File: config.mk
export PLATFORM = sky130hd
export DESIGN_NAME = vtg_top
export DESIGN_NICKNAME = d
export VERILOG_FILES = /design/src/rtl/vtg_pkg.sv /design/src/rtl/vtg_regs.sv /design/src/rtl/vtg_axis.sv /design/src/rtl/vtg_top.sv
export SDC_FILE = /design/constraint.sdc
export NUM_CORES = 1
export LEC_CHECK = 0
export ABC_AREA = 1
export BUFFER_PORTS_ARGS = -buffer_cell sky130_fd_sc_hd__buf_2
export CAP_MARGIN = 20
export CORE_UTILIZATION = 65
export DETAILED_ROUTE_END_ITERATION = 7
export GPL_ROUTABILITY_DRIVEN = 0
export PLACE_DENSITY = 0.92
export SLEW_MARGIN = 10
export SYNTH_ARGS = -nofsm -noshare
export SYNTH_HDL_FRONTEND = slang
export SYNTH_SLANG_ARGS = --single-unit
File: constraint.sdc
create_clock -name clk -period 6.19 [get_ports clk]
set_input_delay 0.9285 -clock clk [delete_from_list [all_inputs] [get_ports clk]]
set_output_delay 0.9285 -clock clk [all_outputs]
set_load 0.01 [all_outputs]
File: src/rtl/vtg_pkg.sv
package vtg_pkg;

    localparam int WORD_W = 32;
    localparam int HU_W   = 11;          // horizontal active width in 4-pixel units
    localparam int HPX_W  = HU_W + 2;    // horizontal count in pixels
    localparam int VLN_W  = 11;          // vertical count in lines

    localparam logic [1:0] A_HWORD = 2'd0;
    localparam logic [1:0] A_VWORD = 2'd1;
    localparam logic [1:0] A_CTRL  = 2'd2;
    localparam logic [1:0] A_STAT  = 2'd3;

    localparam int BIT_OFF = 30;
    localparam int BIT_POL = 31;

    typedef enum logic [1:0] {
        PH_ACTIVE,
        PH_FRONT,
        PH_SYNC,
        PH_BACK
    } phase_e;

    function automatic logic [HU_W-1:0] h_act_units(input logic [WORD_W-1:0] w);
        return {w[29:28], w[8:0]};
    endfunction

    function automatic logic [4:0] h_fp_units(input logic [WORD_W-1:0] w);
        return w[13:9];
    endfunction

    function automatic logic [6:0] h_sync_units(input logic [WORD_W-1:0] w);
        return w[20:14];
    endfunction

    function automatic logic [6:0] h_bp_units(input logic [WORD_W-1:0] w);
        return w[27:21];
    endfunction

    function automatic logic [10:0] v_act_lines(input logic [WORD_W-1:0] w);
        return w[10:0];
    endfunction

    function automatic logic [4:0] v_fp_lines(input logic [WORD_W-1:0] w);
        return w[15:11];
    endfunction

    function automatic logic [5:0] v_sync_lines(input logic [WORD_W-1:0] w);
        return w[21:16];
    endfunction

    function automatic logic [5:0] v_bp_lines(input logic [WORD_W-1:0] w);
        return w[27:22];
    endfunction

endpackage

File: src/rtl/vtg_regs.sv
module vtg_regs
    import vtg_pkg::*;
(
    input  logic              clk,
    input  logic              rst_n,
    input  logic              wr_en,
    input  logic [1:0]        addr,
    input  logic [WORD_W-1:0] wdata,
    input  logic              retrace_set,
    output logic [WORD_W-1:0] hword,
    output logic [WORD_W-1:0] vword,
    output logic              vid_en,
    output logic              vid_blank,
    output logic              vretrace,
    output logic              stat_clr
);

    always_comb begin
        stat_clr = wr_en && (addr == A_STAT) && wdata[0];
    end

    always_ff @(posedge clk or negedge rst_n) begin
        if (!rst_n) begin
            hword     <= '0;
            vword     <= '0;
            vid_en    <= 1'b0;
            vid_blank <= 1'b0;
            vretrace  <= 1'b0;
        end else begin
            if (wr_en) begin
                unique case (addr)
                    A_HWORD: hword <= wdata;
                    A_VWORD: vword <= wdata;
                    A_CTRL: begin
                        vid_en    <= wdata[0];
                        vid_blank <= wdata[1];
                    end
                    A_STAT: ;
                endcase
            end
            // a set in the same cycle as a clear wins
            vretrace <= retrace_set | (vretrace & ~stat_clr);
        end
    end

endmodule

File: src/rtl/vtg_axis.sv
module vtg_axis
    import vtg_pkg::*;
#(
    parameter int CNT_W = 11
) (
    input  logic             clk,
    input  logic             rst_n,
    input  logic             run,
    input  logic             step,
    input  logic [CNT_W-1:0] len_act,
    input  logic [CNT_W-1:0] len_fp,
    input  logic [CNT_W-1:0] len_sync,
    input  logic [CNT_W-1:0] len_bp,
    output logic [CNT_W-1:0] pos,
    output logic             in_active,
    output logic             in_sync,
    output logic             wrap,
    output logic             sync_enter
);

    phase_e           st_q, st_d;
    logic [CNT_W-1:0] cnt_q, cnt_d;
    logic [CNT_W-1:0] cur_len;
    logic             last;

    // next-state logic
    always_comb begin
        unique case (st_q)
            PH_ACTIVE: cur_len = len_act;
            PH_FRONT:  cur_len = len_fp;
            PH_SYNC:   cur_len = len_sync;
            PH_BACK:   cur_len = len_bp;
        endcase
        last  = (cnt_q == cur_len - 1'b1);
        st_d  = st_q;
        cnt_d = cnt_q;
        if (!run) begin
            st_d  = PH_ACTIVE;
            cnt_d = '0;
        end else if (step) begin
            if (last) begin
                cnt_d = '0;
                unique case (st_q)
                    PH_ACTIVE: st_d = PH_FRONT;
                    PH_FRONT:  st_d = PH_SYNC;
                    PH_SYNC:   st_d = PH_BACK;
                    PH_BACK:   st_d = PH_ACTIVE;
                endcase
            end else begin
                cnt_d = cnt_q + 1'b1;
            end
        end
    end

    // state register
    always_ff @(posedge clk or negedge rst_n) begin
        if (!rst_n) begin
            st_q  <= PH_ACTIVE;
            cnt_q <= '0;
        end else begin
            st_q  <= st_d;
            cnt_q <= cnt_d;
        end
    end

    // outputs
    always_comb begin
        in_active  = (st_q == PH_ACTIVE);
        in_sync    = (st_q == PH_SYNC);
        pos        = in_active ? cnt_q : '0;
        wrap       = run && step && last && (st_q == PH_BACK);
        sync_enter = run && step && last && (st_q == PH_FRONT);
    end

endmodule

File: src/rtl/vtg_top.sv
module vtg_top
    import vtg_pkg::*;
(
    input  logic              clk,
    input  logic              rst_n,
    input  logic              bus_wr,
    input  logic [1:0]        bus_addr,
    input  logic [WORD_W-1:0] bus_wdata,
    output logic              hsync,
    output logic              vsync,
    output logic              blank,
    output logic              active,
    output logic [HPX_W-1:0]  pix_x,
    output logic [VLN_W-1:0]  pix_y,
    output logic              vretrace
);

    logic [WORD_W-1:0] hword, vword;
    logic              vid_en, vid_blank, stat_clr, retrace_set;

    logic [HPX_W-1:0]  lh_act, lh_fp, lh_sync, lh_bp;
    logic [HPX_W-1:0]  sh_act, sh_fp, sh_sync, sh_bp;
    logic [VLN_W-1:0]  lv_act, lv_fp, lv_sync, lv_bp;
    logic [VLN_W-1:0]  sv_act, sv_fp, sv_sync, sv_bp;

    logic h_in_active, h_in_sync, h_wrap, h_sync_enter;
    logic v_in_active, v_in_sync, v_wrap;
    logic unused_vbits;

    function automatic logic [HU_W-1:0] nz_h(input logic [HU_W-1:0] u);
        return (u == '0) ? HU_W'(1) : u;
    endfunction

    function automatic logic [VLN_W-1:0] nz_v(input logic [VLN_W-1:0] u);
        return (u == '0) ? VLN_W'(1) : u;
    endfunction

    vtg_regs u_regs (
        .clk         (clk),
        .rst_n       (rst_n),
        .wr_en       (bus_wr),
        .addr        (bus_addr),
        .wdata       (bus_wdata),
        .retrace_set (retrace_set),
        .hword       (hword),
        .vword       (vword),
        .vid_en      (vid_en),
        .vid_blank   (vid_blank),
        .vretrace    (vretrace),
        .stat_clr    (stat_clr)
    );

    // decode the live words into pixel and line lengths
    always_comb begin
        lh_act  = {nz_h(h_act_units(hword)), 2'b00};
        lh_fp   = {nz_h(HU_W'(h_fp_units(hword))), 2'b00};
        lh_sync = {nz_h(HU_W'(h_sync_units(hword))), 2'b00};
        lh_bp   = {nz_h(HU_W'(h_bp_units(hword))), 2'b00};
        lv_act  = nz_v(v_act_lines(vword));
        lv_fp   = nz_v(VLN_W'(v_fp_lines(vword)));
        lv_sync = nz_v(VLN_W'(v_sync_lines(vword)));
        lv_bp   = nz_v(VLN_W'(v_bp_lines(vword)));
    end

    assign unused_vbits = ^vword[29:28];

    // shadow lengths: follow the live words while idle, reload at frame end
    always_ff @(posedge clk or negedge rst_n) begin
        if (!rst_n) begin
            sh_act  <= HPX_W'(4);
            sh_fp   <= HPX_W'(4);
            sh_sync <= HPX_W'(4);
            sh_bp   <= HPX_W'(4);
            sv_act  <= VLN_W'(1);
            sv_fp   <= VLN_W'(1);
            sv_sync <= VLN_W'(1);
            sv_bp   <= VLN_W'(1);
        end else if (!vid_en || v_wrap) begin
            sh_act  <= lh_act;
            sh_fp   <= lh_fp;
            sh_sync <= lh_sync;
            sh_bp   <= lh_bp;
            sv_act  <= lv_act;
            sv_fp   <= lv_fp;
            sv_sync <= lv_sync;
            sv_bp   <= lv_bp;
        end
    end

    vtg_axis #(.CNT_W(HPX_W)) u_hax (
        .clk        (clk),
        .rst_n      (rst_n),
        .run        (vid_en),
        .step       (1'b1),
        .len_act    (sh_act),
        .len_fp     (sh_fp),
        .len_sync   (sh_sync),
        .len_bp     (sh_bp),
        .pos        (pix_x),
        .in_active  (h_in_active),
        .in_sync    (h_in_sync),
        .wrap       (h_wrap),
        .sync_enter (h_sync_enter)
    );

    vtg_axis #(.CNT_W(VLN_W)) u_vax (
        .clk        (clk),
        .rst_n      (rst_n),
        .run        (vid_en),
        .step       (h_wrap),
        .len_act    (sv_act),
        .len_fp     (sv_fp),
        .len_sync   (sv_sync),
        .len_bp     (sv_bp),
        .pos        (pix_y),
        .in_active  (v_in_active),
        .in_sync    (v_in_sync),
        .wrap       (v_wrap),
        .sync_enter (retrace_set)
    );

    always_comb begin
        hsync  = (vid_en && h_in_sync && !hword[BIT_OFF]) ? hword[BIT_POL] : ~hword[BIT_POL];
        vsync  = (vid_en && v_in_sync && !vword[BIT_OFF]) ? vword[BIT_POL] : ~vword[BIT_POL];
        blank  = !vid_en || vid_blank || !(h_in_active && v_in_active);
        active = !blank;
    end

endmodule

## Word level (Yosys, flattened, before mapping)

Cells that the tools add are included.

- Bits of input ports: 37
- Output and inout port bits: 29
- Register bits after elaboration: 183

- Mux-type cells: 26
- Reduce and logical (&&, ||, !) cells: 36
- Bitwise operators: 5
- Add/subtract/negate cells: 4
- Eq/ne operators: 14

Operators by type and width:

| kind | count |
|---|---|
| two-way mux 11 bit | 6 |
| one-hot mux 13 bit (4 select lines) | 1 |
| one-hot mux 11 bit (4 select lines) | 1 |
| two-way mux 13 bit | 3 |
| logical NOT 11 bit | 2 |
| one-hot mux 2 bit (4 select lines) | 2 |
| logical NOT 7 bit | 2 |
| two-way mux 7 bit | 2 |
| adder 13 x 1 -> 13 bit (second input constant) | 1 |
| equality test 13 bit | 1 |
| logical AND 1 bit | 13 |
| subtractor 13 x 1 -> 13 bit (second input constant) | 1 |
| equality test 2 bit (second input constant) | 6 |
| logical NOT 6 bit | 2 |
| two-way mux 6 bit | 2 |
| adder 11 x 1 -> 11 bit (second input constant) | 1 |
| equality test 11 bit | 1 |
| subtractor 11 x 1 -> 11 bit (second input constant) | 1 |
| logical NOT 5 bit | 2 |
| two-way mux 2 bit | 5 |
| two-way mux 5 bit | 2 |
| AND reduction 2 bit | 4 |
| equality test 2 x 1 -> 1 bit (second input constant) | 3 |
| logical NOT 2 bit | 3 |
| 7 further kinds | 18 |

## Depth between registers and ports, before layout

Gate-level depths: netlist of the first run.

- Depth in word-level cells: 10
- Gate-level depth with buffers: 25
- Gate-level depth less buffers: 21

## Hierarchy

A second synthesis of the first run with hierarchy kept.

- Cells, all modules: 1289
- Area total of the unflattened synthesis: 9546.7 um^2

By module, submodules not included:

| module | area each (um^2) | times used | cells an instance |
|---|---|---|---|
| vtg_regs | 3103.0 | 1 | 301 |
| vtg_top | 2446.1 | 1 | 295 |
| vtg_axis (u_hax) | 2107.0 | 1 | 365 |
| vtg_axis (u_vax) | 1890.6 | 1 | 328 |

## Worst setup path before layout of the first run

Ideal clock, no wire load.

- Path kind: register to register
- Start point: register u_vax.st_q[0]
- End point: register sv_sync[3]
- Path buffers: 4
- Library setup time: 0.117 ns
- Stages on the path, launching flop included: 22
- Slack: 3.076 ns
- Data required time: 6.073 ns
- Data arrival time: 2.996 ns
- Clock period less this slack: 3.114 ns
- Path through: dfrtp_1 > inv_1 > ha_1 > buf_4 > inv_2 > buf_6 > nand2_1 > o22ai_2 > ha_1 > nand3_1 > nor2_1 > nand3_1 > o21ai_1 > nand2_1 > nor3_1 > nand3_2 > nand2_2 > nand3_2 > buf_6 > buf_6 > nand2_1 > nand2_1

- Word-level cells in the longest chain between the ends: 7
- Elaborated cells on any way between the ends: 10

RTL lines:

| item | line | text |
|---|---|---|
| start, declared | vtg_axis.sv:21 | `phase_e st_q, st_d;` |
| start signal, assigned | vtg_axis.sv:61 | `st_q <= st_d;` |
| equality test 2 bit (tied with other cells) | vtg_axis.sv:28, vtg_axis.sv:71 |  |
| one-hot mux 11 bit (4 select lines) | vtg_axis.sv:28 | `unique case (st_q)` |
| subtractor 11 x 1 -> 11 bit | vtg_axis.sv:34 | `last = (cnt_q == cur_len - 1'b1);` |
| equality test 11 bit | vtg_axis.sv:34 |  |
| logical AND 1 bit | vtg_axis.sv:71 | `wrap = run && step && last && (st_q == PH_BACK);` |
| logical AND 1 bit * | vtg_axis.sv:71 |  |
| logical OR 1 bit * | vtg_top.sv:78 | `end else if (!vid_en \|\| v_wrap) begin` |
| end signal, assigned | vtg_top.sv:85 | `sv_sync <= lv_sync;` |
| end, declared | vtg_top.sv:24 | `logic [VLN_W-1:0] sv_act, sv_fp, sv_sync, sv_bp;` |

Every way passes the cells marked *; elsewhere a longest branch is shown, timed or not.
A chain may end at the register's enable or synchronous reset.

## Final worst setup path of the first run

- Start point: register u_hax.st_q[0]
- End point: register sh_fp[4]

- Word-level cells in the longest chain between the ends: 10
- Elaborated cells on any way between the ends: 13

RTL lines:

| item | line | text |
|---|---|---|
| start, declared | vtg_axis.sv:21 |  |
| start signal, assigned | vtg_axis.sv:61 |  |
| equality test 2 bit (tied with other cells) | vtg_axis.sv:28, vtg_axis.sv:71 |  |
| one-hot mux 13 bit (4 select lines) | vtg_axis.sv:28 |  |
| subtractor 13 x 1 -> 13 bit | vtg_axis.sv:34 |  |
| equality test 13 bit | vtg_axis.sv:34 |  |
| logical AND 1 bit | vtg_axis.sv:71 |  |
| logical AND 1 bit * (4 in a row) | vtg_axis.sv:71 |  |
| logical OR 1 bit * | vtg_top.sv:78 |  |
| end signal, assigned | vtg_top.sv:80 | `sh_fp <= lh_fp;` |
| end, declared | vtg_top.sv:22 | `logic [HPX_W-1:0] sh_act, sh_fp, sh_sync, sh_bp;` |

Every way passes the cells marked *; elsewhere a longest branch is shown, timed or not. The select of a mux whose other input is x is not followed.

==> reports/results.txt, run 1 <==
initial antenna violation count: 0
Worst Path Max Fanout: 43
Worst EP arrival: 4.60 ns
crit start category: flop
initial DRC count: 769
CTS tree: done
slowest CP cell: o21bai_4
placed cell area: 8450 um^2
number of global-route vias before repair: 6602
hold slack: 0.468 ns
R2R setup slack: 1.96 ns
global-route wire length before repair: 32.4 mm
Root Driver: clkbuf_16
cts hold-fix bufs: 0
crit-path cells: inv_1 > ha_1 > inv_2 > or2_2 > o21ai_2 > ha_1 > nand2_1 > nor2_2 > nand2_1 > o21ai_1 > nand2_1 > inv_1 > nand2_1 > nor2_1 > nand2_1 > o21bai_4 > buf_4 > nand4_1 > nand2_1
Sw Share: 0.395
Hold Crit Endpoint: sh_fp[2]
syn nets: 1108
die footprint: 12900 um^2
PortBufs: 65
dominant cells by area after synthesis: dfrtp_1 44%, nand2_1 17%, nand4_1 5.7%
Syn Area/Cell: 7.66 um^2
fraction of registers with async set/reset: 1.00
DP Wirelength: 13.2 mm
R2R cell count: 19
most used cell, CP: nand2_1
Hold Path Class: reg -> reg
worst hold path depth: 2
Slew @ Worst Pin: 1.08 ns
CORE AREA: 12100 um^2
Yosys top cell area share: 0.442
clock power share: 0.273
Fin Clk Skew: 0.00886 ns
Synth Instances: 1057
Initial Util: 0.671
Main synth FF type: dfrtp_1
Post-Syn Area: 8100 um^2
global-route usage over all layers: 0.325
vias: 7267
Post-synth top cells: 370 x nand2_1, 143 x dfrtp_1, 116 x inv_1
CP Class: reg -> reg
status: complete, no violations
Final Instance Area: 9070 um^2
WL per Instance: 15.3 um
crit path buf inv count: 4
sequential share of power: 0.368
setup bufs post-CTS: 0
combinational power share: 0.359
Hold Startpoint: sh_fp[2]
CTS Buf Count: 17
DRC: 0
CTS resizes: 0
final net count: 1148
Peak VDD IR: 271 uV
# H-tree levels: 4
antenna viol nets, final: 0
IO Pins: 66
largest net degree at the start of global routing: 102
fmax: 0.237 GHz
vias per std cell: 5.69
number of synthesized flops with an enable pin: 0
slowest stage delay, CP: 0.73 ns
unrepaired setup endpoints after global routing: no
CTS Buffer Depth: 2
final wirelength: 19.5 mm
row count: 40
synth warn: 0
CP top delay family: simple AND/OR/NAND/NOR gates
Yosys cell types: 37
register area share after synthesis: 0.468
final hold violations: 0
max-cap violations: 0
Synth area leader: dfrtp_1
Die Y: 114 um
r2r startpoint: u_hax.st_q[0]
Clock transition at path regs: 0.06 ns
clock sinks: 151
share of post-route cells with drive strength above 1: 0.136
Internal Power: 2.38 mW
Min Clock Period, post-route: 4.23 ns
Die W: 114 um
Area Growth Syn to Fin: 12.0%
Inst Count DP: 1246
Final TNS setup: 0 ns
max-slew violations: 0
power density cells: 433 nW/um^2
cell with the most instances after synthesis: nand2_1
CP Capture Type: flop
Ant. Diodes: 0
FF+latch count, synth: 151
final setup violation count: 0
worst r2r dst: sh_fp[4]
clk_lat worst skew: 0.44 ns
final worst-path cycle share: 0.683
Slew Limit Headroom: 0.279
Sw Pwr: 1.55 mW
Worst Path Required: 6.56 ns
fin cells: 1278
total gr overflow: 0
Pleak: 4.88 nW
Pre-Repair DR Iteration Count: 8
## sequential cells by signal, summed over array words and instances (netlist names), 7 cells and up
register	flops
sh_act	11
u_regs.vword	30
sv_act	11
sh_bp	7
u_hax.cnt_q	13
u_vax.cnt_q	11
sh_sync	7
u_regs.hword	32
## final cells by class
type / instances / area (um^2)
Fill cell: 886 / 3000
Clock inverter: 11 / 136
Clock buffer: 21 / 480
Sequential cell: 151 / 3790
Tap cell: 168 / 210
Multi-Input combinational cell: 734 / 3610
Inverter: 121 / 454
Timing Repair Buffer: 72 / 384
## logic make-up (layout without fill, tap and decap cells)
| logic type | count (synthesis) | in the layout | share of synthesized area |
|---|---|---|---|
| adder cells (fa/ha/maj) | 14 | 14 | 0.0216 |
| XOR/XNOR | 27 | 27 | 0.0292 |
| flip-flops | 151 | 151 | 0.468 |
| multiplexers | 2 | 2 | 0.00263 |
| buffers and inverters | 172 | 225 | 0.0875 |
| AND/OR/NAND/NOR | 589 | 589 | 0.319 |
| AO/OA/AOI/OAI | 102 | 102 | 0.0722 |
## metal layers
layer	up-vias	GRT usage	wire, um
met5	-	0	0
met2	384	0.499	9140
met4	0	0.132	442
met1	3345	0.462	8250
li1	3485	-	-
met3	53	0.0579	1710
## per-stage QoR
step | setup WS, ns | power [mW] | util
2_1_floorplan | 3.08 | 2.50 | -
3_3_place_gp | 2.34 | 2.75 | 0.701
3_5_place_dp | 2.18 | 2.81 | 0.701
4_1_cts | 2.04 | 3.91 | 0.752
5_1_grt | 1.65 | 4.19 | 0.752
6_report | 1.96 | 3.93 | 0.752
## cells in the final DEF (no fill, tap or decap), types with 4 or more instances in the layout
master	synthesis	layout
dfrtp_1	143	143
clkbuf_16	0	17
o21ai_2	5	5
o21bai_1	5	4
buf_2	14	64
o21ai_0	73	73
nand4_1	74	74
nand2_1	370	369
nor2_1	49	49
nand3_1	43	43
dfstp_2	8	8
inv_1	116	116
nor2_2	5	5
or2_2	12	12
o21ai_1	7	7
nand3b_1	4	4
clkbuf_8	0	4
ha_1	14	14
buf_4	2	7
nor4_1	7	7
xnor2_1	4	4
xor2_1	23	23
nor3_1	15	15
inv_2	5	5
## worst register-to-register path, delay by kind of cell, from the launching register on
| family | cells | cell delay (ns) |
|---|---|---|
| and+or+nand+nor | 10 | 1.43 |
| AOI/OAI and AO/OA | 3 | 0.98 |
| buffers and inverters | 4 | 0.84 |
| adders and majority gates | 2 | 0.54 |
| DFF | 1 | 0.40 |
## worst max path at each step
| stage | startpoint | endpoint | slack, ns | cells after the start |
|---|---|---|---|---|
| floorplan | u_vax.st_q[0] | sv_sync[3] | 3.08 | 21 |
| global placement | u_hax.st_q[0] | sh_sync[6] | 2.34 | 18 |
| detailed placement | u_hax.st_q[0] | sv_bp[5] | 2.18 | 20 |
| CTS | u_hax.st_q[0] | sh_fp[4] | 2.04 | 19 |
| global route | u_hax.st_q[0] | sh_fp[4] | 1.65 | 19 |
| finish | u_hax.st_q[0] | sh_fp[4] | 1.96 | 19 |
## power groups by stage
stage / Combinational [mW] / Sequential (mW) / Clock (mW)
after global placement: 1.30 / 1.44 / 0
final: 1.41 / 1.45 / 1.07
after global routing: 1.60 / 1.47 / 1.12
after floorplan: 1.11 / 1.39 / 0
after detailed placement: 1.36 / 1.45 / 0
after CTS: 1.39 / 1.44 / 1.08
No activity file was read; power rests on OpenSTA's default activity.
==> inputs of run 2 (changes only) <==
--- a/config.mk
+++ b/config.mk
@@ -8,10 +8,10 @@
 export ABC_AREA = 1
 export BUFFER_PORTS_ARGS = -buffer_cell sky130_fd_sc_hd__buf_2
 export CAP_MARGIN = 20
-export CORE_UTILIZATION = 65
+export CORE_UTILIZATION = 60
 export DETAILED_ROUTE_END_ITERATION = 7
 export GPL_ROUTABILITY_DRIVEN = 0
-export PLACE_DENSITY = 0.92
+export PLACE_DENSITY = 0.86
 export SLEW_MARGIN = 10
 export SYNTH_ARGS = -nofsm -noshare
 export SYNTH_HDL_FRONTEND = slang
==> constraint.sdc (replaced) <==
create_clock -name clk -period 4.1 [get_ports clk]
set_input_delay 0.615 -clock clk [delete_from_list [all_inputs] [get_ports clk]]
set_output_delay 0.615 -clock clk [all_outputs]
set_load 0.01 [all_outputs]
==> run 2 against run 1 <==
Compared with the run above:
- the flow now finishes with violations (design-rule violations)
- utilization decreased by 5.9 points
- clock power increased by 59%
- non-clock buffer count increased by 1
- worst setup slack got worse by 1.6 ns
- sequential share of layout area decreased by 0.35 points
- critical path depth unchanged
- first-iteration DRC count decreased by 9.9%
- combinational power increased by 50%
- global-route usage decreased by 3.4 points
- total power increased by 53%
- clock skew decreased by 0.0018 ns
- fmax increased by 13%
==> reports/results.txt, run 2 (synthesized netlist as in run 1, its figures left out) <==
status: finished, violations left
violated checks: design-rule violations
initial DRC count: 693 (-9.9%)
combinational power share: 0.353 (-0.006)
most used cell, CP: nand2_1
Sw Pwr: 2.35 mW (+52%)
Area Growth Syn to Fin: 12.9%
DRC: 1 (+1)
final setup violation count: 0 (unchanged)
setup ws final: 0.360 ns (-1.60 ns)
fill count: 1039 (+17%)
Clock transition at path regs: 0.07 ns (about the same)
max reg flops: 32 (unchanged)
clock power share: 0.283 (+0.010)
Final TNS setup: 0 ns (unchanged)
Slew Limit Headroom: 0.265 (-0.0140)
final net count: 1149 (+0.087%)
Die W: 118 um (+4.0%)
Internal Power: 3.66 mW (+54%)
Worst EP arrival: 4.10 ns (-0.50 ns)
Pre-Repair DR Iteration Count: 8 (unchanged)
Root Driver: clkbuf_16
CORE AREA: 13200 um^2 (+9.4%)
commonest non-fill, non-tap cell in the layout: nand2_1
Initial Util: 0.614 (-0.0574)
fmax: 0.267 GHz (+13%)
crit-path cells: inv_1 > ha_1 > inv_2 > or2_2 > o21ai_2 > ha_1 > nand2_1 > nor2_2 > nand2_1 > o21ai_1 > nand2_1 > inv_1 > nand2_1 > nor2_1 > nand2_1 > o21bai_4 > buf_4 > nand4_1 > nand2_1
Fin Clk Skew: 0.00706 ns (-0.00180 ns)
slowest CP cell: dfrtp_1
Sw Share: 0.391 (-0.00409)
CTS Buffer Depth: 2 (unchanged)
vias: 7177 (-1.2%)
cts hold-fix bufs: 0 (unchanged)
Min Clock Period, post-route: 3.74 ns (-0.486 ns)
Peak VDD IR: 425 uV (+57%)
final worst-path cycle share: 0.912 (+0.229)
post-place setup slack: 0.227 ns (-1.96 ns)
R2R setup slack: 0.36 ns (-1.60 ns)
Worst Path Required: 4.46 ns (-2.10 ns)
max-cap violations: 0 (unchanged)
row count: 42 (+5.0%)
Worst Path Max Fanout: 36 (-16%)
R2R cell count: 19 (unchanged)
final wirelength: 19.3 mm (-1.5%)
clock sinks: 151 (unchanged)
largest registers: u_regs.hword (32), u_regs.vword (30), u_hax.cnt_q (13)
power density cells: 658 nW/um^2 (+52%)
global-route usage over all layers: 0.291 (-0.0339)
share of post-route cells with drive strength above 1: 0.138 (+0.00168)
CP top delay family: simple AND/OR/NAND/NOR gates
IO Pins: 66 (unchanged)
sequential share of power: 0.364 (-0.004)
Ant. Diodes: 0 (unchanged)
Hold Path Class: in -> async
initial antenna violation count: 0 (unchanged)
CP Capture Type: flop
worst r2r dst: sv_sync[2]
die footprint: 14000 um^2 (+8.2%)
multi-input logic area: 3620 um^2 (+0.21%)
# H-tree levels: 4 (unchanged)
CP Class: reg -> reg
r2r startpoint: u_hax.st_q[0]
slowest stage delay, CP: 0.41 ns (-0.32 ns)
DP Wirelength: 13.1 mm (-0.95%)
number of global-route vias before repair: 6553 (-0.74%)
crit path buf inv count: 4 (unchanged)
CTS tree: done
Most flops, register: u_regs.hword
Die Y: 118 um (+4.0%)
total gr overflow: 0 (unchanged)
global-route wire length before repair: 32.1 mm (-0.91%)
clk_lat worst skew: 0.43 ns (about the same)
vias per std cell: 5.58 (-1.9%)
antenna viol nets, final: 0 (unchanged)
CTS Buf Count: 17 (unchanged)
WL per Instance: 15.0 um (-2.2%)
crit start category: flop
Sequential Area: 3790 um^2 (unchanged)
max-slew violations: 0 (unchanged)
most frequent cells in the layout: 369 x nand2_1, 143 x dfrtp_1, 116 x inv_1, 74 x nand4_1, 73 x o21ai_0
Pleak: 4.89 nW (+0.26%)
Slew @ Worst Pin: 1.10 ns (+0.0209 ns)
final hold violations: 0 (unchanged)
PortBufs: 65 (unchanged)
largest net degree at the start of global routing: 110 (+7.8%)
## run 2: how the worst max path moves through the flow
stage,endpoint,depth (start not counted),slack [ns],from
after CTS,sh_bp[3],17,0.17,u_vax.st_q[1]
after global routing,sv_bp[0],19,-0.0008,u_hax.st_q[0]
after floorplan,sv_sync[3],21,0.99,u_vax.st_q[0]
after global placement,sh_fp[4],20,0.48,u_vax.st_q[1]
after detailed placement,sv_act[3],17,0.23,u_vax.st_q[1]
final,sv_sync[2],19,0.36,u_hax.st_q[0]
## run 2: metal layers
| metal | wire length (um) | part of all wire | GRT usage | vias to the layer above |
|---|---|---|---|---|
| met5 | 0 | 0 | 0 | - |
| met4 | 617 | 0.032 | 0.138 | 0 |
| met3 | 1270 | 0.066 | 0.0497 | 46 |
| met2 | 8850 | 0.46 | 0.448 | 302 |
| met1 | 8510 | 0.44 | 0.404 | 3348 |
| li1 | - | - | - | 3481 |
## run 2: power groups by stage
stage	logic [mW]	registers [mW]	clock network (mW)
after CTS	2.09	2.18	1.71
after detailed placement	2.06	2.19	0
after floorplan	1.68	2.09	0
after global routing	2.42	2.22	1.77
final	2.12	2.19	1.70
after global placement	1.97	2.19	0
## run 2: cell type report
type / count / share of cell area
flip-flops and latches: 151 / 0.414
multi-input cells: 734 / 0.396
inverters: 121 / 0.0497
clock buffers: 17 / 0.0465
repair buffers: 73 / 0.0460
well taps: 176 / 0.0241
clock inverters: 15 / 0.0234
## run 2: through the flow
step	hold slack, ns	util	total power [mW]	instance area [um^2]	cells
2_1_floorplan	0.319	-	3.77	8100	1057
3_3_place_gp	0.451	0.644	4.16	8490	1255
3_5_place_dp	0.454	0.644	4.25	8490	1255
4_1_cts	0.369	0.692	5.98	9130	1287
5_1_grt	0.412	0.693	6.41	9140	1287
6_report	0.326	0.693	6.01	9140	1287
## run 2: repair_timing
item / CTS / global route
resized for setup: 0 / 3
setup endpoints to repair: 0 / 60
setup buffers: 0 / 0
==> inputs of run 3 (changes only) <==
--- a/config.mk
+++ b/config.mk
@@ -11,6 +11,7 @@
 export CORE_UTILIZATION = 60
 export DETAILED_ROUTE_END_ITERATION = 7
 export GPL_ROUTABILITY_DRIVEN = 0
+export MAX_ROUTING_LAYER = met4
 export PLACE_DENSITY = 0.86
 export SLEW_MARGIN = 10
 export SYNTH_ARGS = -nofsm -noshare
==> run 3 against run 2 <==
Compared with the run above:
- the flow still finishes with violations (design-rule violations)
- critical endpoint is now sh_act[7]
- largest cell class unchanged
- highest routed layer unchanged
- design area up 0.52%
- sequential cell count unchanged
- combinational power grew 2%
- global-route usage increased by 0.92 points
- first-iteration DRC count shrank 1.0%
==> reports/results.txt, run 3 (synthesized netlist as in run 1, its figures left out) <==
unrepaired setup endpoints after global routing: no
DP Wirelength: 13.1 mm (unchanged)
largest registers: u_regs.hword (32), u_regs.vword (30), u_hax.cnt_q (13)
Worst EP arrival: 4.06 ns (-0.04 ns)
Fin Clk Skew: 0.0125 ns (+0.00540 ns)
Min Clock Period, post-route: 3.75 ns (+0.0133 ns)
# H-tree levels: 4 (unchanged)
Die Y: 118 um (unchanged)
CTS Buffer Depth: 2 (unchanged)
Worst Path Max Fanout: 58 (+61%)
crit start category: flop
Worst Path Required: 4.41 ns (-0.05 ns)
row count: 42 (unchanged)
Pleak: 4.91 nW (+0.40%)
clock sinks: 151 (unchanged)
share of post-route cells with drive strength above 1: 0.140 (+0.00245)
vias: 7185 (+0.11%)
number of global-route vias before repair: 6549 (-0.061%)
final hold violations: 0 (unchanged)
total gr overflow: 0 (unchanged)
IO Pins: 66 (unchanged)
R2R cell count: 19 (unchanged)
total chip power: 6.04 mW (+0.51%)
Root Driver: clkbuf_16
placed cell area: 8490 um^2 (unchanged)
global-route wire length before repair: 32.1 mm (+0.22%)
WL per Instance: 15.1 um (+0.66%)
Slew Limit Headroom: 0.299 (+0.0341)
max-cap violations: 0 (unchanged)
Area Growth Syn to Fin: 13.5%
DRC: 1 (unchanged)
Hold Path Class: in -> async
final net count: 1151 (+0.17%)
Final Instance Area: 9190 um^2 (+0.52%)
CTS Buf Count: 17 (unchanged)
fill count: 1026 (-1.3%)
final worst-path cycle share: 0.915 (+0.00324)
power density cells: 658 nW/um^2 (about the same)
fmax: 0.266 GHz (-0.35%)
CTS tree: done
commonest non-fill, non-tap cell in the layout: nand2_1
worst r2r dst: sh_act[7]
Die W: 118 um (unchanged)
Peak VDD IR: 425 uV (about the same)
max-slew violations: 0 (unchanged)
Slew @ Worst Pin: 1.05 ns (-0.0549 ns)
initial DRC count: 686 (-1.0%)
CP Capture Type: flop
Ant. Diodes: 0 (unchanged)
status: finished, violations left
largest net degree at the start of global routing: 110 (unchanged)
vias per std cell: 5.57 (about the same)
Initial Util: 0.614 (unchanged)
max reg flops: 32 (unchanged)
die footprint: 14000 um^2 (unchanged)
clk_lat worst skew: 0.43 ns (about the same)
R2R setup slack: 0.35 ns (about the same)
Most flops, register: u_regs.hword
PortBufs: 65 (unchanged)
CP Class: reg -> reg
r2r startpoint: u_vax.st_q[0]
final wirelength: 19.4 mm (+0.82%)
Final TNS setup: 0 ns (unchanged)
initial antenna violation count: 0 (unchanged)
Clock transition at path regs: 0.06 ns (about the same)
final setup violation count: 0 (unchanged)
hold slack: 0.281 ns (-0.0453 ns)
antenna viol nets, final: 0 (unchanged)
Pre-Repair DR Iteration Count: 7 (-1)
CORE AREA: 13200 um^2 (unchanged)
global-route usage over all layers: 0.301 (+0.00925)
violated checks: design-rule violations
most frequent cells in the layout: 369 x nand2_1, 143 x dfrtp_1, 116 x inv_1, 74 x nand4_1, 73 x o21ai_0
[run 3: metrics by stage]
step / setup WS [ns] / util / instances
after floorplan: 0.986 / - / 1057
after global placement: 0.475 / 0.644 / 1255
after detailed placement: 0.227 / 0.644 / 1255
after CTS: 0.171 / 0.692 / 1287
after global routing: 0.0305 / 0.697 / 1289
final: 0.347 / 0.697 / 1289
[run 3: layout make-up]
class	count	area [um^2]	area share
repair buffers	75	457	0.0497
clock buffers	17	425	0.0463
clock inverters	15	214	0.0233
flip-flops and latches	151	3790	0.412
multi-input cells	734	3630	0.395
well taps	176	220	0.0240
inverters	121	454	0.0494
[run 3: timing repair]
action                                  in CTS  in global routing
hold buffers                                 0                  0
endpoints found under the setup margin       0                 60
resized for setup                            0                  4
buffers inserted                             0                  1
[run 3: report_power, final]
| group | total [mW] | internal, mW | switching [mW] |
|---|---|---|---|
| Clock | 1.70 | 1.03 | 0.663 |
| Sequential | 2.19 | 1.90 | 0.292 |
| Combinational | 2.16 | 0.746 | 1.41 |
[run 3: worst max-delay path by stage]
| stage | to | slack, ns | from | cells after the start |
|---|---|---|---|---|
| 6_report | sh_act[7] | 0.35 | u_vax.st_q[0] | 19 |
| 5_1_grt | sh_bp[3] | 0.03 | u_vax.st_q[1] | 19 |
| 4_1_cts | sh_bp[3] | 0.17 | u_vax.st_q[1] | 17 |
| 3_5_place_dp | sv_act[3] | 0.23 | u_vax.st_q[1] | 17 |
| 3_3_place_gp | sh_fp[4] | 0.48 | u_vax.st_q[1] | 20 |
| 2_1_floorplan | sv_sync[3] | 0.99 | u_vax.st_q[0] | 21 |
[run 3: per-layer routing]
layer	vias up	track usage	part of all wire
met5	-	-	0
met4	0	0.143	0.036
met3	53	0.0478	0.059
met2	307	0.448	0.46
met1	3342	0.405	0.45
li1	3483	-	-
[run 3: critical path: stages (launching register included)]
cell and delay (ns):
dfrtp_1 0.40, inv_1 0.10, ha_2 0.27, inv_2 0.19, nand2_1 0.09, o22ai_2 0.29
ha_1 0.26, nand3_1 0.14, nor2_1 0.16, nand3_1 0.13, o21ai_1 0.19, nand2_1 0.09
nor3_1 0.24, nand3_2 0.14, buf_12 0.17, nand2_8 0.11, nand3_2 0.08, buf_4 0.31
nand2_1 0.15, nand2_1 0.06
